--- config.mk ---
export PLATFORM = sky130hd
export DESIGN_NAME = tdu_timed_transition
export DESIGN_NICKNAME = d
export VERILOG_FILES = /design/src/rtl/tdu_pkg.sv /design/src/rtl/tdu_prescaler.sv /design/src/rtl/tdu_mult_counter.sv /design/src/rtl/tdu_ctrl.sv /design/src/rtl/tdu_timed_transition.sv
export SDC_FILE = /design/constraint.sdc
export NUM_CORES = 1
export LEC_CHECK = 0
export BUFFER_PORTS_ARGS = -buffer_cell sky130_fd_sc_hd__buf_4
export CAP_MARGIN = 20
export CORE_MARGIN = 1.5
export CORE_UTILIZATION = 35
export CTS_BUF_LIST = sky130_fd_sc_hd__clkbuf_4 sky130_fd_sc_hd__clkbuf_8
export DETAILED_ROUTE_END_ITERATION = 6
export MAX_ROUTING_LAYER = met4
export PLACE_DENSITY = 0.61
export SLEW_MARGIN = 10
export SYNTH_ARGS = -nofsm -noshare
export SYNTH_HDL_FRONTEND = slang
export SYNTH_SLANG_ARGS = --single-unit
--- constraint.sdc ---
create_clock -name clk -period 4.4 [get_ports clk]
set_input_delay 0.44 -clock clk [delete_from_list [all_inputs] [get_ports clk]]
set_output_delay 0.44 -clock clk [all_outputs]
set_load 0.02 [all_outputs]
--- src/rtl/tdu_pkg.sv ---
// Package: shared types and helpers for the timed-transition delay unit.
// Assumes: a single-token (safe) transition; one unit per timed transition.
package tdu_pkg;

    // Controller states: idle, counting the delay, delay expired
    typedef enum logic [1:0] {
        TDU_IDLE    = 2'd0,
        TDU_TIMING  = 2'd1,
        TDU_EXPIRED = 2'd2
    } tdu_state_e;

    // Effective multiplier: a zero code behaves as one period
    function automatic logic [7:0] tdu_eff_mult(input logic [7:0] raw);
        return (raw == 8'd0) ? 8'd1 : raw;
    endfunction

endpackage

--- src/rtl/tdu_prescaler.sv ---
// Module: tdu_prescaler
// Restartable binary divider. While run is high, it counts clock cycles and
// pulses tick on the last cycle of each reference period, whose length
// 2^(BASE_SHIFT+sel) is chosen by sel.
// Assumes: BASE_SHIFT >= 1; sel is held stable by the caller while run is high.
module tdu_prescaler #(
    parameter int BASE_SHIFT = 17,
    parameter int SEL_W      = 4
) (
    input  logic             clk,
    input  logic             rst_n,
    input  logic             run,
    input  logic [SEL_W-1:0] sel,
    output logic             tick
);
    localparam int NUM_TAPS = 1 << SEL_W;
    localparam int PSC_W    = BASE_SHIFT + NUM_TAPS - 1;

    logic [PSC_W-1:0]    psc_cnt;
    logic [NUM_TAPS-1:0] tap_end;

    // One terminal-count detector per tap. The counter restarts at zero on
    // every tick, so the bits above the selected tap stay zero.
    for (genvar i = 0; i < NUM_TAPS; i++) begin : g_tap
        assign tap_end[i] = &psc_cnt[BASE_SHIFT+i-1:0];
    end

    // Tick pulse when the selected tap reaches its final count
    assign tick = run && tap_end[sel];

    // Count cycles of the current period; clear when idle or at period end
    always_ff @(posedge clk) begin
        if (!rst_n || !run || tick) begin
            psc_cnt <= '0;
        end else begin
            psc_cnt <= psc_cnt + PSC_W'(1);
        end
    end

endmodule

--- src/rtl/tdu_mult_counter.sv ---
// Module: tdu_mult_counter
// Counts reference-period ticks and flags expiry on the tick that completes
// target periods.
// Assumes: target >= 1 and stable while run is high.
module tdu_mult_counter #(
    parameter int MULT_W = 8
) (
    input  logic              clk,
    input  logic              rst_n,
    input  logic              run,
    input  logic              tick,
    input  logic [MULT_W-1:0] target,
    output logic              expire
);
    logic [MULT_W-1:0] per_cnt;

    // Expiry on the tick that closes the last period
    assign expire = run && tick && (per_cnt == target - MULT_W'(1));

    // Number of complete periods so far; cleared whenever not timing
    always_ff @(posedge clk) begin
        if (!rst_n || !run) begin
            per_cnt <= '0;
        end else if (tick) begin
            per_cnt <= per_cnt + MULT_W'(1);
        end
    end

endmodule

--- src/rtl/tdu_ctrl.sv ---
// Module: tdu_ctrl
// Transition controller. It arms when all conditions are true, captures the
// period code and the multiplier, waits for expiry, then holds the expired
// state until a condition drops.
// Assumes: cond_all is already synchronous to clk.
module tdu_ctrl
    import tdu_pkg::*;
#(
    parameter int SEL_W  = 4,
    parameter int MULT_W = 8
) (
    input  logic              clk,
    input  logic              rst_n,
    input  logic              cond_all,
    input  logic [SEL_W-1:0]  sel_in,
    input  logic [MULT_W-1:0] mult_in,
    input  logic              expire,
    output logic              timing,
    output logic              expired,
    output logic [SEL_W-1:0]  sel_cap,
    output logic [MULT_W-1:0] mult_cap
);
    tdu_state_e state_q, state_d;

    // Next-state choice; a condition drop takes priority over expiry
    always_comb begin
        state_d = state_q;
        unique case (state_q)
            TDU_IDLE:    if (cond_all) state_d = TDU_TIMING;
            TDU_TIMING:  if (!cond_all) state_d = TDU_IDLE;
                         else if (expire) state_d = TDU_EXPIRED;
            TDU_EXPIRED: if (!cond_all) state_d = TDU_IDLE;
            default:     state_d = TDU_IDLE;
        endcase
    end

    // State register
    always_ff @(posedge clk) begin
        if (!rst_n) state_q <= TDU_IDLE;
        else        state_q <= state_d;
    end

    // Capture the delay settings on the arming edge only
    always_ff @(posedge clk) begin
        if (!rst_n) begin
            sel_cap  <= '0;
            mult_cap <= MULT_W'(1);
        end else if (state_q == TDU_IDLE && cond_all) begin
            sel_cap  <= sel_in;
            mult_cap <= (mult_in == '0) ? MULT_W'(1) : mult_in;
        end
    end

    assign timing  = (state_q == TDU_TIMING);
    assign expired = (state_q == TDU_EXPIRED);

endmodule

--- src/rtl/tdu_timed_transition.sv ---
// Module: tdu_timed_transition (top)
// Timed transition delay unit. It ANDs the condition inputs, reserves the
// token while timing, and drives fire_n low when the programmed delay of
// 2^(BASE_SHIFT+period_sel) * max(mult_val,1) cycles has elapsed.
// Assumes: condition inputs are already synchronised to clk.
module tdu_timed_transition #(
    parameter int NUM_COND   = 5,
    parameter int SEL_W      = 4,
    parameter int MULT_W     = 8,
    parameter int BASE_SHIFT = 17
) (
    input  logic                clk,
    input  logic                rst_n,
    input  logic [NUM_COND-1:0] cond_in,
    input  logic [SEL_W-1:0]    period_sel,
    input  logic [MULT_W-1:0]   mult_val,
    output logic                fire_n,
    output logic                token_held
);
    logic              cond_all;
    logic              timing;
    logic              expired;
    logic              tick;
    logic              expire;
    logic [SEL_W-1:0]  sel_cap;
    logic [MULT_W-1:0] mult_cap;

    // Every pre, post and firing condition must hold together
    assign cond_all = &cond_in;

    tdu_ctrl #(
        .SEL_W  (SEL_W),
        .MULT_W (MULT_W)
    ) u_ctrl (
        .clk      (clk),
        .rst_n    (rst_n),
        .cond_all (cond_all),
        .sel_in   (period_sel),
        .mult_in  (mult_val),
        .expire   (expire),
        .timing   (timing),
        .expired  (expired),
        .sel_cap  (sel_cap),
        .mult_cap (mult_cap)
    );

    tdu_prescaler #(
        .BASE_SHIFT (BASE_SHIFT),
        .SEL_W      (SEL_W)
    ) u_psc (
        .clk   (clk),
        .rst_n (rst_n),
        .run   (timing),
        .sel   (sel_cap),
        .tick  (tick)
    );

    tdu_mult_counter #(
        .MULT_W (MULT_W)
    ) u_mult (
        .clk    (clk),
        .rst_n  (rst_n),
        .run    (timing),
        .tick   (tick),
        .target (mult_cap),
        .expire (expire)
    );

    assign fire_n     = !expired;
    assign token_held = timing || expired;

endmodule

# == Word level (Yosys, flattened, before mapping) ==
# Index checks and enable logic that the tools add are counted.
# op_classes
addsub,3
magnitude_cmp,1
eq_ne,6
mux,8
reduce_logical,30
# op_table
op,count
"adder 32 x 1 -> 32 bit, second input constant",1
AND reduction 32 bit,1
AND reduction 31 bit,1
AND reduction 30 bit,1
AND reduction 29 bit,1
AND reduction 28 bit,1
AND reduction 27 bit,1
AND reduction 26 bit,1
AND reduction 25 bit,1
AND reduction 24 bit,1
AND reduction 23 bit,1
AND reduction 22 bit,1
AND reduction 21 bit,1
AND reduction 20 bit,1
AND reduction 19 bit,1
AND reduction 18 bit,1
AND reduction 17 bit,1
"adder 8 x 1 -> 8 bit, second input constant",1
== test 8 bit,1
zero test 8 bit,1
2-to-1 mux 2 bit,4
2-to-1 mux 8 bit,1
"subtractor 8 x 1 -> 8 bit, second input constant",1
one-hot mux 2 bit (3 select lines),1
other kinds (14),21
# word_totals
ff_bits,54
input_bits,19
out_inout_bits,2
wordCells,53

# == Depth between registers and ports, before layout ==
# Gate-level depths: netlist of the first run.
# logic_depth
word_depth,9
depth_mapped,13
mapped_depth_nobuf,11

# == By module ==
# Synthesis of the first run repeated with hierarchy kept, for this count alone.
# unflattened
hier_cells,350
hier_area_um2,2909.0
# by_module_without_submodules
module,n_inst,cells_per_inst,area_each_um2,seq_area_each_um2
tdu_prescaler,1,211,1746.7,640.6
tdu_mult_counter,1,70,578.1,160.2
tdu_ctrl,1,64,561.8,280.3
tdu_timed_transition,1,5,22.5,0.0

# == Worst setup path before layout of the first run ==
# No wires, ideal clock.
# synth_path
kind,reg2reg
startpoint,register u_psc.psc_cnt[0]
endpoint,register u_mult.per_cnt[6]
setup_time_ps,70
arrival_time_ps,2358
required_ps,4330
setup_slack_ps,1972
path_stages_with_launch,13
n_path_buf,1
synth_period_minus_slack_ps,2428
path_cell_list,dfxtp_1 ha_1 nand3_1 nor2_2 nand3_4 inv_1 ha_1 a31oi_1 o41a_1 a211o_1 buf_6 or4_1 a21oi_1
# synth_between
elab_chain_len,4
word_cells_on_any_way,19
classes_between,2 x mux; 17 x reduce/logical
# synth_lines
element,line_no,text
start: declaration,tdu_prescaler.sv:19,logic [PSC_W-1:0] psc_cnt;
start signal: assignment,tdu_prescaler.sv:36,psc_cnt <= psc_cnt + PSC_W'(1);
AND reduction 32 bit (tied with other cells),tdu_prescaler.sv:25,assign tap_end[i] = &psc_cnt[BASE_SHIFT+i-1:0];
binary-select mux 1 bit (select 4 bit) *,tdu_prescaler.sv:29,assign tick = run && tap_end[sel];
2-to-1 mux 1 bit (implied by the code) *,tdu_prescaler.sv:29,
logical AND 1 bit *,tdu_prescaler.sv:29,
end signal: assignment,tdu_mult_counter.sv:25,per_cnt <= per_cnt + MULT_W'(1);
end: declaration,tdu_mult_counter.sv:15,logic [MULT_W-1:0] per_cnt;
# Mark *: on every way between the ends. The rest lies on a longest branch, timed or not. The select of a mux whose other input is x is not followed.
# A chain may end at the register's enable or synchronous reset.

# == Worst setup path in the final report of the first run ==
# layout_path
startpoint,register u_psc.psc_cnt[0]
endpoint,register u_mult.per_cnt[5]
# Same word-level chain as after synthesis.

==> impl_metrics.ini, run 1 <==
[critical_path]
worst_ep_required_time_ns = 4.64
arrival_ns = 2.97
crit_type = reg2reg
critPathLaunchType = flop
crit_fanout = 10
endpoint_kind = flop

[sta]
tightest_slew_ns = 0.892
fin_skew_ns = 0.0129
fmax_mhz = 368
min_period_ns = 2.72
fin_tns_setup_ns = 0
finalHoldViolCount = 0
max_slew_margin_pct = 40.0
grt_setup_unrepaired = false
slew_viol_final = 0
period_share_pct = 61.8
setup_viol_count_final = 0

[clock_network]
holdBufCountCts = 0
cts_root_buffer = clkbuf_8
tritoncts = done
clk_latency_ns = 0.31
clock-sinks = 54
path_clk_slew_ns = 0.10
htreeDepth = 2
cts_buffer_depth = 2
cts-resized-gates = 0
cts_setup_buffers = 0
cts_buffers = 5

[pwr]
comb_power_share_pct = 4.4
internal_power_uw = 656
p_seq_share_pct = 58.7
ir_worst_vdd_mv = 0.134
clockPowerShare_pct = 36.9
p_sw_uw = 184
leakage_uw = 0.00112
p_sw_share_pct = 21.9
power_density_mw_per_mm2 = 259
p_total_uw = 840

[placed_design]
gp_congestion = 0.767
portBuffers = 20
hpwlAfterDp_um = 4070

[min_path]
hold_class = in2reg

[detailed_routing]
final_antenna_net_count = 0
drt_wl_total_um = 5510
post_drt_wl_per_cell_um = 11.8
drc = 0
drt_iter0_markers = 85
drt_first_pass_iters = 4
vias = 2344
avgViaCountPerCell = 5.03

[layout]
nNetsFinal = 386
drive_gt1_share_pct = 10.8
syn_to_final_growth_pct = 11.6
diodes = 0
mostFrequentLayoutCells = 54 x dfxtp_1, 42 x nor2_1, 35 x nand2_1, 22 x xor2_1, 21 x buf_4
final_common_cell = dfxtp_1

[die]
pin_count = 21
dieArea_mm2 = 0.00885
fp.coreArea_mm2 = 0.00813
die_w_um = 94.1
die_h_um = 94.1
start_util_pct = 35.7
placementRows = 33

[yosys]
yosysWarnings = 0
synth-edff-count = 0
synth_area_mm2 = 0.00290
yosys.cell_types.count = 52
async_flop_share_pct = 0
ys_ff_latch = 54
synth_cells = 345
seq_area_frac_synth_pct = 37.3
syn_nets = 371
synth_ff_type = dfxtp_1
syn_area_per_cell_um2 = 8.41

[global_routing]
grt_pass1_wl_um = 9700
grt_usage_pct = 13.9
overflow = 0
grt_pass1_vias = 2135
grt_max_degree = 33
antenna_found_initial = 0

[status]
status = finished clean

[run]
maxCapViolations = 0
## Yosys cell counts, types with 4 or more instances
cell | count | area, µm²
nor4_1 | 4 | 25.0
and4_1 | 4 | 35.0
nand4_1 | 7 | 43.8
o21ai_0 | 5 | 25.0
xor2_1 | 22 | 193
a21oi_1 | 10 | 50.1
nor3_1 | 11 | 55.1
nand2b_1 | 7 | 43.8
clkbuf_1 | 8 | 30.0
nor2_1 | 42 | 158
inv_1 | 11 | 41.3
buf_2 | 4 | 20.0
nor2b_1 | 15 | 93.8
ha_1 | 7 | 87.6
xnor2_1 | 17 | 149
dfxtp_1 | 54 | 1080
nand3_1 | 20 | 100
mux2i_1 | 17 | 170
nand2_1 | 35 | 131
## cell type report
type | count | area [µm²]
clock buffer | 7 | 96.3
clock inverter | 1 | 8.76
fill | 804 | 4900
inverter | 11 | 41.3
multi-input combinational | 267 | 1720
sequential | 54 | 1080
tap | 105 | 131
timing repair buffer | 21 | 158
## final timing paths
| path | from | to | slack, ns | depth (start not counted) |
|---|---|---|---|---|
| worst min register to register | u_psc.psc_cnt[0]$_SDFF_PP0_ | u_psc.psc_cnt[0]$_SDFF_PP0_ | 0.48 | 1 |
| worst max-delay path | u_psc.psc_cnt[0]$_SDFF_PP0_ | u_mult.per_cnt[5]$_SDFFE_PP0P_ | 1.68 | 11 |
| worst min-delay path | period_sel[2] | u_ctrl.sel_cap[2]$_SDFFE_PN0P_ | 0.37 | 3 |
| worst max register to register | u_psc.psc_cnt[0]$_SDFF_PP0_ | u_mult.per_cnt[5]$_SDFFE_PP0P_ | 1.68 | 11 |
## metal layers
layer	GRT usage, %	up-vias	part of all wire (%)
met5	-	-	0
met4	4.48	0	1.5
met3	2.18	7	4.0
met2	20.9	53	44
met1	19.2	1065	51
li1	-	1219	-
## registers in the layout, summed over array words and instances, names as in the netlist
signal           count
u_ctrl.mult_cap      8
u_mult.per_cnt       8
u_psc.psc_cnt       32
u_ctrl.sel_cap       4
u_ctrl.state_q       2
## metrics by stage
| stage | instance area [µm²] | instances | setup slack [ns] | hold slack (ns) | util (%) |
|---|---|---|---|---|---|
| 3_3_place_gp | 3130 | 458 | 1.86 | 0.441 | 38.5 |
| 2_1_floorplan | 2900 | 345 | 1.97 | 0.426 | - |
| 3_5_place_dp | 3130 | 458 | 1.70 | 0.467 | 38.5 |
| 5_1_grt | 3240 | 466 | 1.40 | 0.376 | 39.8 |
| 6_report | 3240 | 466 | 1.68 | 0.374 | 39.8 |
| 4_1_cts | 3240 | 466 | 1.65 | 0.365 | 39.8 |
## power by group through the flow
stage	Combinational (µW)	Clock, µW	Sequential [µW]
2_1_floorplan	20.3	0	503
3_3_place_gp	36.8	0	504
3_5_place_dp	37.3	0	504
4_1_cts	37.4	324	493
5_1_grt	41.1	341	494
6_report	36.9	310	493
## logic make-up after synthesis
| kind of cell | synth area share (%) |
|---|---|
| AOI/OAI and AO/OA | 10.4 |
| and+or+nand+nor | 28.2 |
| muxes | 5.86 |
| xor gates and xnor gates | 11.8 |
| adders and majority gates | 3.02 |
| buffers and inverters | 3.54 |
| DFF | 37.3 |
## critical path, cell delays in order (launching register included)
cell and delay [ns]:
dfxtp_1 0.38, ha_1 0.20, nand3_1 0.19, nor2_2 0.22
nand3_4 0.13, inv_1 0.08, ha_1 0.15, a31oi_1 0.11
o41a_1 0.16, a211o_1 0.39, nor4b_1 0.42, mux2i_1 0.24
No activity file was read; power rests on OpenSTA's default activity.
==> inputs of run 2 (changes only) <==
==> constraint.sdc (replaced) <==
create_clock -name clk -period 2.7 [get_ports clk]
set_input_delay 0.27 -clock clk [delete_from_list [all_inputs] [get_ports clk]]
set_output_delay 0.27 -clock clk [all_outputs]
set_load 0.02 [all_outputs]
==> run 2 against run 1 <==
  * Fmax grew 9.2%
  * Largest power group unchanged
  * Combinational power grew 69%
  * Setup slack lost 1.5 ns
==> impl_metrics.ini, run 2 (synthesized netlist as in run 1, its figures left out) <==
[layout]
largest_reg_flops = 32
regMostFlops = u_psc.psc_cnt
nFillCells = 827
final_common_cell = dfxtp_1
stdcell_area_mm2 = 0.00332
diodes = 0
multi_input_area_mm2 = 0.00175
drive_gt1_share_pct = 14.2
syn_to_final_growth_pct = 14.5
mostFrequentLayoutCells = 50 x dfxtp_1, 42 x nor2_1, 35 x nand2_1, 26 x buf_4, 22 x xor2_1
instances_no_fill = 472
seq_area_mm2 = 0.00109
nNetsFinal = 392
reg_top3 = u_psc.psc_cnt: 32 flops, u_ctrl.mult_cap: 8 flops, u_mult.per_cnt: 8 flops

[placed_design]
dpl_cell_area_mm2 = 0.00318
dp.cells = 462
portBuffers = 20
hpwlAfterDp_um = 4230
gp_congestion = 0.816

[sta]
max_slew_margin_pct = 52.3
fmax_mhz = 401
min_period_ns = 2.49
period_share_pct = 92.3
slew_viol_final = 0
fin_skew_ns = 0.00945
finalHoldViolCount = 0
setup_viol_count_final = 0
tightest_slew_ns = 0.713
fin_tns_setup_ns = 0

[critical_path]
reg2reg_to = u_mult.per_cnt[6]$_SDFFE_PP0P_
r2r_cells = 11
worst-r2r-setup-slack_ns = 0.21
critPathLaunchType = flop
worstReg2RegStart = u_psc.psc_cnt[0]$_SDFF_PP0_
worst_ep_required_time_ns = 2.94
critical_path.startpoint = u_psc.psc_cnt[0]$_SDFF_PP0_
arrival_ns = 2.73
endpoint_kind = flop
crit_type = reg2reg
crit_fanout = 8

[clock_network]
clk_latency_ns = 0.31
cts_buffer_depth = 2
clock-sinks = 54
cts_root_buffer = clkbuf_8
path_clk_slew_ns = 0.10
htreeDepth = 2
tritoncts = done
cts_buffers = 5
holdBufCountCts = 0

[die]
pin_count = 21
dieArea_mm2 = 0.00885
fp.coreArea_mm2 = 0.00813
start_util_pct = 35.7
die_h_um = 94.1
placementRows = 33
die_w_um = 94.1

[global_routing]
grt_pass1_wl_um = 9860
overflow = 0
antenna_found_initial = 0
grt_max_degree = 33
grt_usage_pct = 14.2
grt_pass1_vias = 2103

[min_path]
min_to = u_ctrl.sel_cap[2]$_SDFFE_PN0P_
hold_class = in2reg
hold_start = period_sel[2]
holdPathStages = 3

[detailed_routing]
drt_iter0_markers = 134
drt_first_pass_iters = 4
post_drt_wl_per_cell_um = 12.0
final_antenna_net_count = 0
drc = 0
avgViaCountPerCell = 4.98
drt_wl_total_um = 5660
vias = 2351

[pwr]
leakage_uw = 0.00115
p_total_uw = 1340
power_density_mw_per_mm2 = 405
ir_worst_vdd_mv = 0.191

[status]
status = finished clean

[run]
maxCapViolations = 0
[run 2: critical path, stage by stage, from the launching register on]
cell and delay [ns]:
dfxtp_2 0.36, ha_1 0.20, nand3_2 0.12, nor2_4 0.16, nand3_4 0.11, inv_1 0.07, ha_1 0.13, a31oi_1 0.11
o41a_1 0.16, a211o_4 0.39, or4_1 0.47, a21oi_1 0.14
[run 2: how the worst max path moves through the flow]
stage / endpoint / slack [ns] / cells after the start
finish: u_mult.per_cnt[6]$_SDFFE_PP0P_ / 0.21 / 11
global route: u_mult.per_cnt[6]$_SDFFE_PP0P_ / -0.006 / 11
CTS: u_mult.per_cnt[6]$_SDFFE_PP0P_ / 0.14 / 11
detailed placement: u_mult.per_cnt[6]$_SDFFE_PP0P_ / 0.17 / 11
global placement: u_mult.per_cnt[6]$_SDFFE_PP0P_ / 0.25 / 10
floorplan: u_mult.per_cnt[6]$_SDFFE_PP0P_ / 0.27 / 12
[run 2: layout make-up]
type / count / share of cell area (%)
Timing Repair Buffer: 27 / 6.48
Clock buffer: 7 / 2.71
Inverter: 11 / 1.24
Clock inverter: 1 / 0.264
Sequential cell: 54 / 32.8
Tap cell: 105 / 3.95
Multi-Input combinational cell: 267 / 52.6
[run 2: power breakdown]
part	switching (µW)	total [µW]	internal [µW]	leakage (µW)
combinational	27.3	62.5	35.2	0.000663
clock	258	481	222	0.0000523
sequential	3.85	801	798	0.000437
total	289	1340	1060	0.00115
[run 2: metrics by stage]
| stage | worst slack, ns | util [%] | hold slack [ns] |
|---|---|---|---|
| 2_1_floorplan | 0.272 | - | 0.398 |
| 3_3_place_gp | 0.251 | 39.0 | 0.439 |
| 3_5_place_dp | 0.172 | 39.0 | 0.448 |
| 4_1_cts | 0.138 | 40.3 | 0.203 |
| 5_1_grt | -0.00578 | 40.8 | 0.225 |
| 6_report | 0.209 | 40.8 | 0.208 |
[run 2: layer usage]
| layer | vias to the layer above | global-route usage [%] | routed length, µm |
|---|---|---|---|
| met3 | 4 | 1.94 | 147 |
| met2 | 37 | 21.2 | 2440 |
| met1 | 1078 | 20.1 | 3020 |
| met5 | - | - | 0 |
| met4 | 0 | 4.10 | 54 |
| li1 | 1232 | - | - |
[run 2: timing repair]
item                                    CTS  global route
endpoints found under the setup margin    0             8
setup buffers                             0             2
resized for setup                         0            11
==> inputs of run 3 (changes only) <==
--- a/config.mk
+++ b/config.mk
@@ -7,7 +7,7 @@
 export LEC_CHECK = 0
 export BUFFER_PORTS_ARGS = -buffer_cell sky130_fd_sc_hd__buf_4
 export CAP_MARGIN = 20
-export CORE_MARGIN = 1.5
+export CORE_MARGIN = 5
 export CORE_UTILIZATION = 35
 export CTS_BUF_LIST = sky130_fd_sc_hd__clkbuf_4 sky130_fd_sc_hd__clkbuf_8
 export DETAILED_ROUTE_END_ITERATION = 6
==> run 3 against run 2 <==
  * Power up 6.1%
  * Cell area down 0.19%
  * Critical path depth down 1
  * Setup slack worse by 0.051 ns
  * Combinational power down 2%
  * Non-clock buffer count down 3
  * Core utilization down 0.077 points
  * Largest cell class unchanged
  * Clock power up 17%
  * Register-to-register slack worse by 0.05 ns
  * Sequential share of layout area down 0.051 points
==> impl_metrics.ini, run 3 (synthesized netlist as in run 1, its figures left out) <==
[critical_path]
endpoint_kind = flop
worst-r2r-setup-slack_ns = 0.16
r2r_cells = 10
worst_ep_required_time_ns = 2.95
arrival_ns = 2.79
crit_fanout = 10
critPathLaunchType = flop
crit_type = reg2reg

[clock_network]
cts_buffer_depth = 2
holdBufCountCts = 0
cts_root_buffer = clkbuf_8
clock-sinks = 54
path_clk_slew_ns = 0.10
htreeDepth = 2
clk_latency_ns = 0.31
cts_buffers = 5
tritoncts = done

[global_routing]
grt_use_met1_pct = 15.5
grt.met2_usage_pct = 19.3
overflow = 0
grt_usage_pct = 12.1
use_met3_pct = 1.94
grt_pass1_wl_um = 9960
top_usage_layer = met2
grt_pass1_vias = 2253
grt_max_degree = 33
antenna_found_initial = 0

[sta]
fin_tns_setup_ns = 0
period_share_pct = 94.2
slew_viol_final = 0
max_slew_margin_pct = 53.3
fin_skew_ns = 0.00588
finalHoldViolCount = 0
fmax_mhz = 393
tightest_slew_ns = 0.699
min_period_ns = 2.54
setup_viol_count_final = 0

[die]
start_util_pct = 35.7
dieArea_mm2 = 0.0102
fp.coreArea_mm2 = 0.00813
die_h_um = 101
pin_count = 21
placementRows = 33
die_w_um = 101

[detailed_routing]
drt_wl_total_um = 5750
avgViaCountPerCell = 5.05
drt_iter0_markers = 172
drc = 0
post_drt_wl_per_cell_um = 12.3
vias = 2367
final_antenna_net_count = 0
drt_first_pass_iters = 4

[status]
status = finished clean

[layout]
regMostFlops = u_psc.psc_cnt
largest_reg_flops = 32
drive_gt1_share_pct = 13.5
reg_top3 = u_psc.psc_cnt: 32 flops, u_ctrl.mult_cap: 8 flops, u_mult.per_cnt: 8 flops
seq_area_mm2 = 0.00108
diodes = 0
multi_input_area_mm2 = 0.00175
final_core_util_pct = 40.8
syn_to_final_growth_pct = 14.3
final_common_cell = dfxtp_1
mostFrequentLayoutCells = 51 x dfxtp_1, 42 x nor2_1, 35 x nand2_1, 23 x buf_4, 22 x xor2_1
nFillCells = 811
nNetsFinal = 389

[placed_design]
hpwlAfterDp_um = 4290
portBuffers = 20
gp_congestion = 0.798

[pwr]
leakage_uw = 0.00114
p_total_uw = 1430
power_density_mw_per_mm2 = 430
ir_worst_vdd_mv = 0.218

[min_path]
hold_class = in2reg
holdPathStages = 3

[run]
maxCapViolations = 0
## run 3: critical path: stages (launching register included)
cell     delay [ns]
dfxtp_1        0.40
and4_1         0.26
and3_2         0.25
nand3_4        0.11
inv_1          0.07
ha_1           0.14
a31oi_1        0.10
o41a_1         0.16
a211o_4        0.39
or4_1          0.47
a21oi_1        0.14
## run 3: final cells by class
class / instances / share of cell area (%)
timing repair buffer: 24 / 5.81
sequential: 54 / 32.7
clock inverter: 3 / 1.47
clock buffer: 5 / 2.08
multi-input combinational: 267 / 52.7
inverter: 11 / 1.25
tap: 105 / 3.96
## run 3: repair_timing
action,4_1_cts,5_1_grt
endpoints found under the hold margin,0,0
setup buffers,0,1
endpoints found under the setup margin,0,2
resized for setup,0,9
## run 3: per-layer routing
| metal | vias up | share of wire [%] |
|---|---|---|
| met5 | - | 0 |
| met4 | 0 | 1.6 |
| met3 | 5 | 3.4 |
| met2 | 46 | 45 |
| met1 | 1094 | 50 |
| li1 | 1222 | - |
## run 3: final timing paths
check | endpoint | startpoint
hold / removal | u_ctrl.sel_cap[0]$_SDFFE_PN0P_ | period_sel[0]
hold reg to reg | u_psc.psc_cnt[0]$_SDFF_PP0_ | u_psc.psc_cnt[0]$_SDFF_PP0_
setup / recovery | u_mult.per_cnt[6]$_SDFFE_PP0P_ | u_psc.psc_cnt[9]$_SDFF_PP0_
setup reg to reg | u_mult.per_cnt[6]$_SDFFE_PP0P_ | u_psc.psc_cnt[9]$_SDFF_PP0_
## run 3: power breakdown
part	leakage, µW	internal (µW)	total [µW]	switching [µW]
sequential	0.000437	799	803	4.55
combinational	0.000647	34.6	61.0	26.4
clock	0.0000563	283	563	280
total	0.00114	1120	1430	311
## run 3: per-stage QoR
step	instances	instance area, µm²	worst slack [ns]	hold slack, ns
finish	469	3320	0.158	0.207
detailed placement	460	3160	0.140	0.447
CTS	468	3280	0.109	0.192
floorplan	345	2900	0.272	0.398
global placement	460	3160	0.239	0.441
global route	469	3320	-0.0153	0.190
